===== config.mk =====
export PLATFORM = sky130hd
export DESIGN_NAME = burst_addr_ctr
export DESIGN_NICKNAME = d
export VERILOG_FILES = /design/src/rtl/bac_pkg.sv /design/src/rtl/bac_decode.sv /design/src/rtl/bac_next.sv /design/src/rtl/burst_addr_ctr.sv
export SDC_FILE = /design/constraint.sdc
export NUM_CORES = 1
export LEC_CHECK = 0
export BUFFER_PORTS_ARGS = -buffer_cell sky130_fd_sc_hd__buf_2
export CORE_MARGIN = 1.5
export CORE_UTILIZATION = 40
export DETAILED_ROUTE_END_ITERATION = 8
export MAX_ROUTING_LAYER = met4
export PLACE_DENSITY = 0.71
export RECOVER_POWER = 100
export SLEW_MARGIN = 20
export SYNTH_ARGS = -nofsm -noshare
export SYNTH_HDL_FRONTEND = slang
export SYNTH_HIERARCHICAL = 1
export SYNTH_SLANG_ARGS = --single-unit

===== constraint.sdc =====
create_clock -name clk -period 2.6 [get_ports clk]
set_input_delay 0.13 -clock clk [delete_from_list [all_inputs] [get_ports clk]]
set_output_delay 0.13 -clock clk [all_outputs]
set_load 0.02 [all_outputs]

===== src/rtl/bac_pkg.sv =====
package bac_pkg;
  typedef enum logic [1:0] {
    ACT_HOLD = 2'd0,
    ACT_LOAD = 2'd1,
    ACT_STEP = 2'd2,
    ACT_ZERO = 2'd3
  } bac_act_e;
endpackage


===== src/rtl/bac_decode.sv =====
module bac_decode
  import bac_pkg::*;
(
  input  logic     clr_n,
  input  logic     strobe_n,
  input  logic     cnt_en_n,
  output bac_act_e act
);
  // Fixed priority: clear > load > step > hold
  always_comb begin
    if (!clr_n)         act = ACT_ZERO;
    else if (!strobe_n) act = ACT_LOAD;
    else if (!cnt_en_n) act = ACT_STEP;
    else                act = ACT_HOLD;
  end
endmodule


===== src/rtl/bac_next.sv =====
module bac_next
  import bac_pkg::*;
#(
  parameter int AW = 17
) (
  input  bac_act_e      act,
  input  logic [AW-1:0] cur,
  input  logic [AW-1:0] ext,
  output logic [AW-1:0] nxt
);
  localparam logic [AW-1:0] ONE = AW'(1);

  // Modulo 2^AW increment gives the wrap for free
  always_comb begin
    unique case (act)
      ACT_ZERO: nxt = '0;
      ACT_LOAD: nxt = ext;
      ACT_STEP: nxt = cur + ONE;
      default:  nxt = cur;
    endcase
  end
endmodule


===== src/rtl/burst_addr_ctr.sv =====
module burst_addr_ctr
  import bac_pkg::*;
#(
  parameter int AW = 17
) (
  input  logic          clk,
  input  logic          rst,
  input  logic [AW-1:0] ext_addr,
  input  logic          strobe_n,
  input  logic          cnt_en_n,
  input  logic          clr_n,
  input  logic          sel_n,
  input  logic          sel,
  output logic [AW-1:0] mem_addr,
  output logic          mem_sel
);
  localparam logic [AW-1:0] TOP = {AW{1'b1}};

  bac_act_e      act;
  logic [AW-1:0] nxt;
  logic [AW-1:0] addr_q;
  logic          sel_q;

  bac_decode u_dec (
    .clr_n    (clr_n),
    .strobe_n (strobe_n),
    .cnt_en_n (cnt_en_n),
    .act      (act)
  );

  bac_next #(.AW(AW)) u_nxt (
    .act (act),
    .cur (addr_q),
    .ext (ext_addr),
    .nxt (nxt)
  );

  // Chip selects qualify the access only; they never reach the counter
  always_ff @(posedge clk) begin
    if (rst) begin
      addr_q <= '0;
      sel_q  <= 1'b0;
    end else begin
      addr_q <= nxt;
      sel_q  <= ~sel_n & sel;
    end
  end

  assign mem_addr = addr_q;
  assign mem_sel  = sel_q;

  p_zero_r2: assert property (@(posedge clk) disable iff (rst)
    !clr_n |=> mem_addr == '0);

  p_load_r3: assert property (@(posedge clk) disable iff (rst)
    (clr_n && !strobe_n) |=> mem_addr == $past(ext_addr));

  p_step_r4: assert property (@(posedge clk) disable iff (rst)
    (clr_n && strobe_n && !cnt_en_n && mem_addr != TOP)
      |=> mem_addr == $past(mem_addr) + AW'(1));

  p_hold_r5: assert property (@(posedge clk) disable iff (rst)
    (clr_n && strobe_n && cnt_en_n) |=> $stable(mem_addr));

  p_wrap_r6: assert property (@(posedge clk) disable iff (rst)
    (clr_n && strobe_n && !cnt_en_n && mem_addr == TOP) |=> mem_addr == '0);

  p_sel_r7: assert property (@(posedge clk) disable iff (rst)
    (!sel_n && sel) |=> mem_sel);

  p_desel_r7: assert property (@(posedge clk) disable iff (rst)
    (sel_n || !sel) |=> !mem_sel);
endmodule


==> impl_results.md, run 1 <==
* Run status: finished, final reports clean
* Pin count of the biggest net entering global routing at 19
* Flop pwr share at 0.535
* Final Routed Wirelength at 2800 um
* Max-cap check violation count at 0
* TritonCTS buffer count at 3
* Final setup violation count at 0
* # rows at 20
* Initial Util at 0.413
* DR WL/cell at 12.7 um
* Worst-path clk slew at 100 ps
* Max-slew headroom at 0.501
* First-iteration detailed-routing DRC count at 46
* Port Buf Inserts at 41
* Syn_area_per_cell at 8.37 um2
* Final hold violations at 0
* Worst min path class: input port to register
* Wire length of the first global-routing pass at 4720 um
* Count of TritonRoute iterations in the first routing pass at 4
* Power per Cell Area at 401 nW/um2
* Vias in the first global route at 1,110
* Initial antenna violation count at 0
* Final TNS setup at 0 ps
* EDFF count, synth at 0
* Endpoint class of the critical path: register
* Final non-filler cell total at 220
* Die height at 58.7 um
* Area post-placement at 1460 um2
* Warnings, synthesis at 6
* Synthesized Nets at 173
* Post-Route Skew at 3.28 ps
* Power spent charging and discharging nets at 0.175 mW
* Peak Freq at 0.487 GHz
* Share of post-route cells with drive strength above 1 at 0.171
* Core Footprint at 3000 um2
* Critical path, cell by cell: nand3_1 > nor3_1 > nand3_1 > mux2_1 > and2b_1
* Detailed placer's ending HPWL at 2070 um
* Number of nets with antenna violations after detailed routing at 0
* TritonCTS clock tree: done
* Setup repair after global routing missed its margin: no
* Sw Ratio at 0.305
* Crit path DAT at 2260 ps
* Worst vdd rail ir drop at 0.156 mV
* Total track usage at 0.184
* Count of cells resized by post-cts repair at 0
* Total of flip-flops plus latches after synthesis at 18
* CP dominant cell by count: sky130_fd_sc_hd__nand3_1
* Library cell occupying the most area in the post-synthesis netlist: sky130_fd_sc_hd__dfxtp_1
* Combinational Power Share at 0.216
* Critical path required time at 2810 ps
* Total clock sinks at 18
* Nets at 214
* Largest driver fanout on the critical path at 8
* Cell with the largest stage delay on the worst path: sky130_fd_sc_hd__nor3_1
* DIE AREA at 3440 um2
* Total Power at 0.574 mW
* Per-cell via count in the routed design at 5.43
* Max-slew violations at 0
* Largest buffer count on any clock path at 2
* Post-synth cell types at 39
* CTS Root Buffer Type: sky130_fd_sc_hd__clkbuf_4
* Share of the clock period used by the worst path after layout at 0.789
* Width of the die at 58.7 um
* Tightest Pin Transition at 743 ps
* Overall via count from detail_route at 1,194
* Post-layout min period at 2050 ps
* Count of boundary I/O pins at 42
* Util after Layout at 0.477
* Ant diodes at 0
* Synth area leaders: sky130_fd_sc_hd__dfxtp_1, sky130_fd_sc_hd__mux2i_1, sky130_fd_sc_hd__nor2b_1
* Cell Int Power at 0.399 mW
* Count of unresolved DRC violations after routing at 0
* Buf/Inv on CP at 0
* Insertion delay to the later sink of the worst-skew pair at 300 ps
* Mapped Cells at 148
* P_leak at 0.597 nW
* Ys async rst share at 0
* Fraction of synthesized cell area taken by the top area cell type at 0.291
* Cell Count Post-Placement at 216
* Relative area change from synthesis to final layout at 15.6%
* Classification of the worst setup path: register to register
* Top delay family on crit path: simple AND/OR/NAND/NOR gates
* Most instantiated flip-flop cell in the synthesis netlist: sky130_fd_sc_hd__dfxtp_1
* Total gr overflow at 0
* Final instance area at 1430 um2
* Final RePlAce weighted congestion at 0.783
* Startpoint kind of the worst setup timing path: register
* Clock power share at 0.249
* Seq/Total Area, Yosys at 0.291
* Syn Std Cell Area at 1240 um2
* Longest individual stage delay on the worst path at 650 ps
* CTS H-tree depth at 1
[power by group through the flow]
stage               logic [mW]  registers, mW  clock network, mW
finish                   0.124          0.307              0.143
global route             0.138          0.310              0.159
CTS                      0.129          0.308              0.149
detailed placement       0.127          0.314                  0
global placement         0.126          0.314                  0
floorplan               0.0731          0.325                  0
[final cells by class]
class	count	area (um2)
clock buffers	3	22.5
fillers	307	1570
flip-flops and latches	18	360
inverters	6	22.5
well taps	33	41.3
multi-input cells	116	778
repair buffers	44	206
[cells in the mapped netlist, drive strengths merged, types with 2 or more instances]
cell    instances
dfxtp          18
nor3b           2
nand4           4
nand2           8
nor3            6
a311o           2
o21ai           2
nor2b          12
nand3           6
mux2i          15
mux2            2
inv             6
a21oi          10
clkbuf          2
o22ai          11
and2b           6
a21boi          2
nor4            2
nor2           14
nand2b          5
buf             6
[per-stage QoR]
stage	hold WS, ps	setup WS, ps
2_1_floorplan	200	781
3_3_place_gp	303	771
3_5_place_dp	304	748
4_1_cts	64.5	752
5_1_grt	90.6	366
6_report	84.0	548
[cell usage in the layout, fill, tap and decap left out]
master                          count
sky130_fd_sc_hd__o21ai_0            1
sky130_fd_sc_hd__a21boi_0           2
sky130_fd_sc_hd__nor3b_1            2
sky130_fd_sc_hd__inv_2              1
sky130_fd_sc_hd__clkbuf_1          19
sky130_fd_sc_hd__dfxtp_1           18
sky130_fd_sc_hd__nand3_4            1
sky130_fd_sc_hd__inv_1              5
sky130_fd_sc_hd__nand2b_1           5
sky130_fd_sc_hd__buf_2             22
sky130_fd_sc_hd__nand4_1            3
sky130_fd_sc_hd__a221o_1            1
sky130_fd_sc_hd__a311o_1            2
sky130_fd_sc_hd__nor2b_1           12
sky130_fd_sc_hd__nand4_4            1
sky130_fd_sc_hd__and2b_1            6
sky130_fd_sc_hd__clkbuf_4           3
sky130_fd_sc_hd__mux2_2             1
sky130_fd_sc_hd__dlygate4sd3_1      1
sky130_fd_sc_hd__a21oi_1           10
sky130_fd_sc_hd__buf_4              2
sky130_fd_sc_hd__nor4_1             2
sky130_fd_sc_hd__nor3_1             6
sky130_fd_sc_hd__o21a_1             1
sky130_fd_sc_hd__nand2_1            8
sky130_fd_sc_hd__o21ai_2            1
sky130_fd_sc_hd__a311oi_1           1
sky130_fd_sc_hd__a211oi_1           1
sky130_fd_sc_hd__ha_1               1
sky130_fd_sc_hd__o221ai_1           1
sky130_fd_sc_hd__nand3_1            5
sky130_fd_sc_hd__o22ai_1           11
sky130_fd_sc_hd__mux2_1             1
sky130_fd_sc_hd__mux2i_1           15
sky130_fd_sc_hd__nor2_1            14
sky130_fd_sc_hd__or3b_1             1
[metal layers]
metal | GRT usage | up-vias | part of all wire
met4 | 0.0909 | 0 | 0.021
li1 | - | 619 | -
met3 | 0.0418 | 7 | 0.046
met2 | 0.286 | 36 | 0.44
met5 | - | - | 0
met1 | 0.225 | 532 | 0.49
[timing repair]
action / in CTS / in global routing
hold buffers: 1 / 0
buffers inserted: 0 / 0
endpoints found under the hold margin: 1 / 0
endpoints found under the setup margin: 0 / 0
[registers in the layout, indices dropped and copies added (netlist names)]
signal and cells:
mem_addr 17, mem_sel 1
[worst register-to-register path, delay by kind of cell (launching register included)]
family	cells	cell delay, ps
DFF	1	470
muxes	1	330
and+or+nand+nor	4	1170
[worst paths after layout]
check,from,to,slack [ps],cells past startpoint
worst max-delay path,mem_addr[2],mem_addr[15],550,5
worst min-delay path,sel,mem_sel,80,2
worst max register to register,mem_addr[2],mem_addr[15],550,5
worst min register to register,mem_addr[0],mem_addr[0],690,2
[cell families after synthesis]
kind of cell             synth area share
AO/OA/AOI/OAI                       0.170
multiplexers                        0.139
adder cells (fa/ha/maj)            0.0101
AND/OR/NAND/NOR                     0.336
buffers and inverters              0.0535
flip-flops                          0.291
Note: power is estimated with default switching activity, not from simulation.
==> run 2: changes to the inputs <==
clock period = 2.1 ns   (was 2.6 ns; I/O delays follow)
==> run 2 against run 1 <==
Net effect: global-route usage up 0.71 points; sequential power up 24%; largest cell class unchanged; largest power group unchanged; sequential share of layout area down 0.95 points; clock skew up 5.3 ps.
==> impl_results.md, run 2 (synthesis gave the netlist of run 1 again) <==
* Run status: finished, final reports clean
* Final instance area at 1490 um2
* R2R cell count at 6
* Cell Count Post-Placement at 220
* Worst Setup SP: mem_addr[0]
* Critical path required time at 2310 ps
* Peak Freq at 0.539 GHz
* Max-slew violations at 0
* CTS Root Buffer Type: sky130_fd_sc_hd__clkbuf_4
* Total track usage at 0.191
* Detail Route met3 WL at 177 um
* First-iteration detailed-routing DRC count at 40
* Combinational Power Share at 0.210
* Endpoint class of the critical path: register
* Power spent charging and discharging nets at 0.225 mW
* Max-slew headroom at 0.273
* Final setup violation count at 0
* Final hold violations at 0
* Endpoint of the worst hold-timing path: mem_sel
* Post-Route Skew at 8.61 ps
* DIE AREA at 3440 um2
* P_leak at 0.646 nW
* Highest signal layer in the routed design: met4
* Buffer count from post-CTS setup fixing at 0
* Worst vdd rail ir drop at 0.336 mV
* Classification of the worst setup path: register to register
* Share of post-route cells with drive strength above 1 at 0.198
* Detailed placer's ending HPWL at 2200 um
* Vias in the first global route at 1,097
* Most common cell after layout, fill and taps aside: sky130_fd_sc_hd__buf_2
* Crit path DAT at 2070 ps
* Top library cells by usage in the layout, fill and taps aside: sky130_fd_sc_hd__buf_2, sky130_fd_sc_hd__clkbuf_1, sky130_fd_sc_hd__dfxtp_1, sky130_fd_sc_hd__mux2i_1, sky130_fd_sc_hd__nor2_1
* Area post-placement at 1490 um2
* TritonCTS buffer count at 3
* Cell with the largest stage delay on the worst path: sky130_fd_sc_hd__dfxtp_1
* Max-cap check violation count at 0
* Startpoint of the most critical hold path: sel
* CTS H-tree depth at 1
* Final RePlAce weighted congestion at 0.790
* Count of unresolved DRC violations after routing at 0
* Largest driver fanout on the critical path at 6
* Startpoint kind of the worst setup timing path: register
* Pin count of the biggest net entering global routing at 19
* Longest individual stage delay on the worst path at 440 ps
* Core Footprint at 3000 um2
* Width of the die at 58.7 um
* Flop pwr share at 0.499
* Tightest Pin Transition at 1080 ps
* Total clock sinks at 18
* Endpoint of the most critical register-to-register path: mem_addr[16]
* Final Routed Wirelength at 2940 um
* Nets at 218
* Smallest setup slack after layout at 244 ps
* Place WS at 290 ps
* Fill count at 326
* Count of boundary I/O pins at 42
* Final non-filler cell total at 225
* Worst R2R Start: mem_addr[0]
* Count of TritonRoute iterations in the first routing pass at 4
* Routed length on met1 at 1390 um
* Clock power share at 0.290
* DR WL/cell at 13.0 um
* Share of the clock period used by the worst path after layout at 0.884
* Critical path, cell by cell: ha_1 > nand4_2 > nor4_1 > nor3b_1 > a221o_1 > and2b_1
* Sw Ratio at 0.295
* Per-cell via count in the routed design at 5.46
* Wire length of the first global-routing pass at 4960 um
* Number of nets with antenna violations after detailed routing at 0
* Overall via count from detail_route at 1,229
* Port Buf Inserts at 41
* TritonCTS clock tree: done
* Setup slack on the worst flop-to-flop path at 240 ps
* Initial Util at 0.413
* Ant diodes at 0
* Hold-fix buffer count after cts at 1
* Hold Path Stages at 2
* Die height at 58.7 um
* Cell Int Power at 0.536 mW
* Post-layout min period at 1860 ps
* Total gr overflow at 0
* Count of cells resized by post-cts repair at 0
* Number of flip-flops under the largest register name at 17
* Initial antenna violation count at 0
* Met2 Wirelength at 1350 um
* Worst min path class: input port to register
* Largest buffer count on any clock path at 2
* Worst hold margin at 45.6 ps
* Final TNS setup at 0 ps
* Setup repair after global routing missed its margin: no
* # rows at 20
* Power per Cell Area at 512 nW/um2
* Relative area change from synthesis to final layout at 20.1%
* Insertion delay to the later sink of the worst-skew pair at 300 ps
* Worst-path clk slew at 110 ps
-- run 2: metal layers --
metal  up-vias  GRT usage
met2        37      0.305
li1        628          -
met1       560      0.252
met4         0     0.0292
met3         4     0.0462
met5         -          -
-- run 2: power by group through the flow --
stage,sequential (mW),combinational (mW),clock (mW)
floorplan,0.402,0.0905,0
global placement,0.387,0.164,0
detailed placement,0.388,0.166,0
CTS,0.380,0.168,0.228
global route,0.384,0.177,0.248
finish,0.380,0.160,0.221
-- run 2: cell type report --
type	instances	area, um2	share of cell area
Timing Repair Buffer	48	230	0.155
Clock buffer	4	36.3	0.0244
Sequential cell	18	360	0.242
Inverter	6	22.5	0.0151
Multi-Input combinational cell	116	797	0.536
Tap cell	33	41.3	0.0278
-- run 2: how the worst max path moves through the flow --
| stage | endpoint | cells past startpoint |
|---|---|---|
| 6_report | mem_addr[16] | 6 |
| 4_1_cts | mem_addr[14] | 6 |
| 5_1_grt | mem_addr[16] | 6 |
| 3_5_place_dp | mem_addr[14] | 6 |
| 3_3_place_gp | mem_addr[16] | 6 |
| 2_1_floorplan | mem_addr[16] | 6 |
-- run 2: worst max-delay path: cells and delay by family, from the launching register on --
family                   cells  cell delay (ps)
adder cells (fa/ha/maj)      1              260
AO/OA/AOI/OAI                1              260
flip-flops                   1              440
AND/OR/NAND/NOR              4              830
-- run 2: metrics by stage --
step	util	power (mW)
after global placement	0.495	0.550
final	0.495	0.761
after floorplan	-	0.493
after CTS	0.510	0.775
after detailed placement	0.495	0.554
after global routing	0.495	0.808
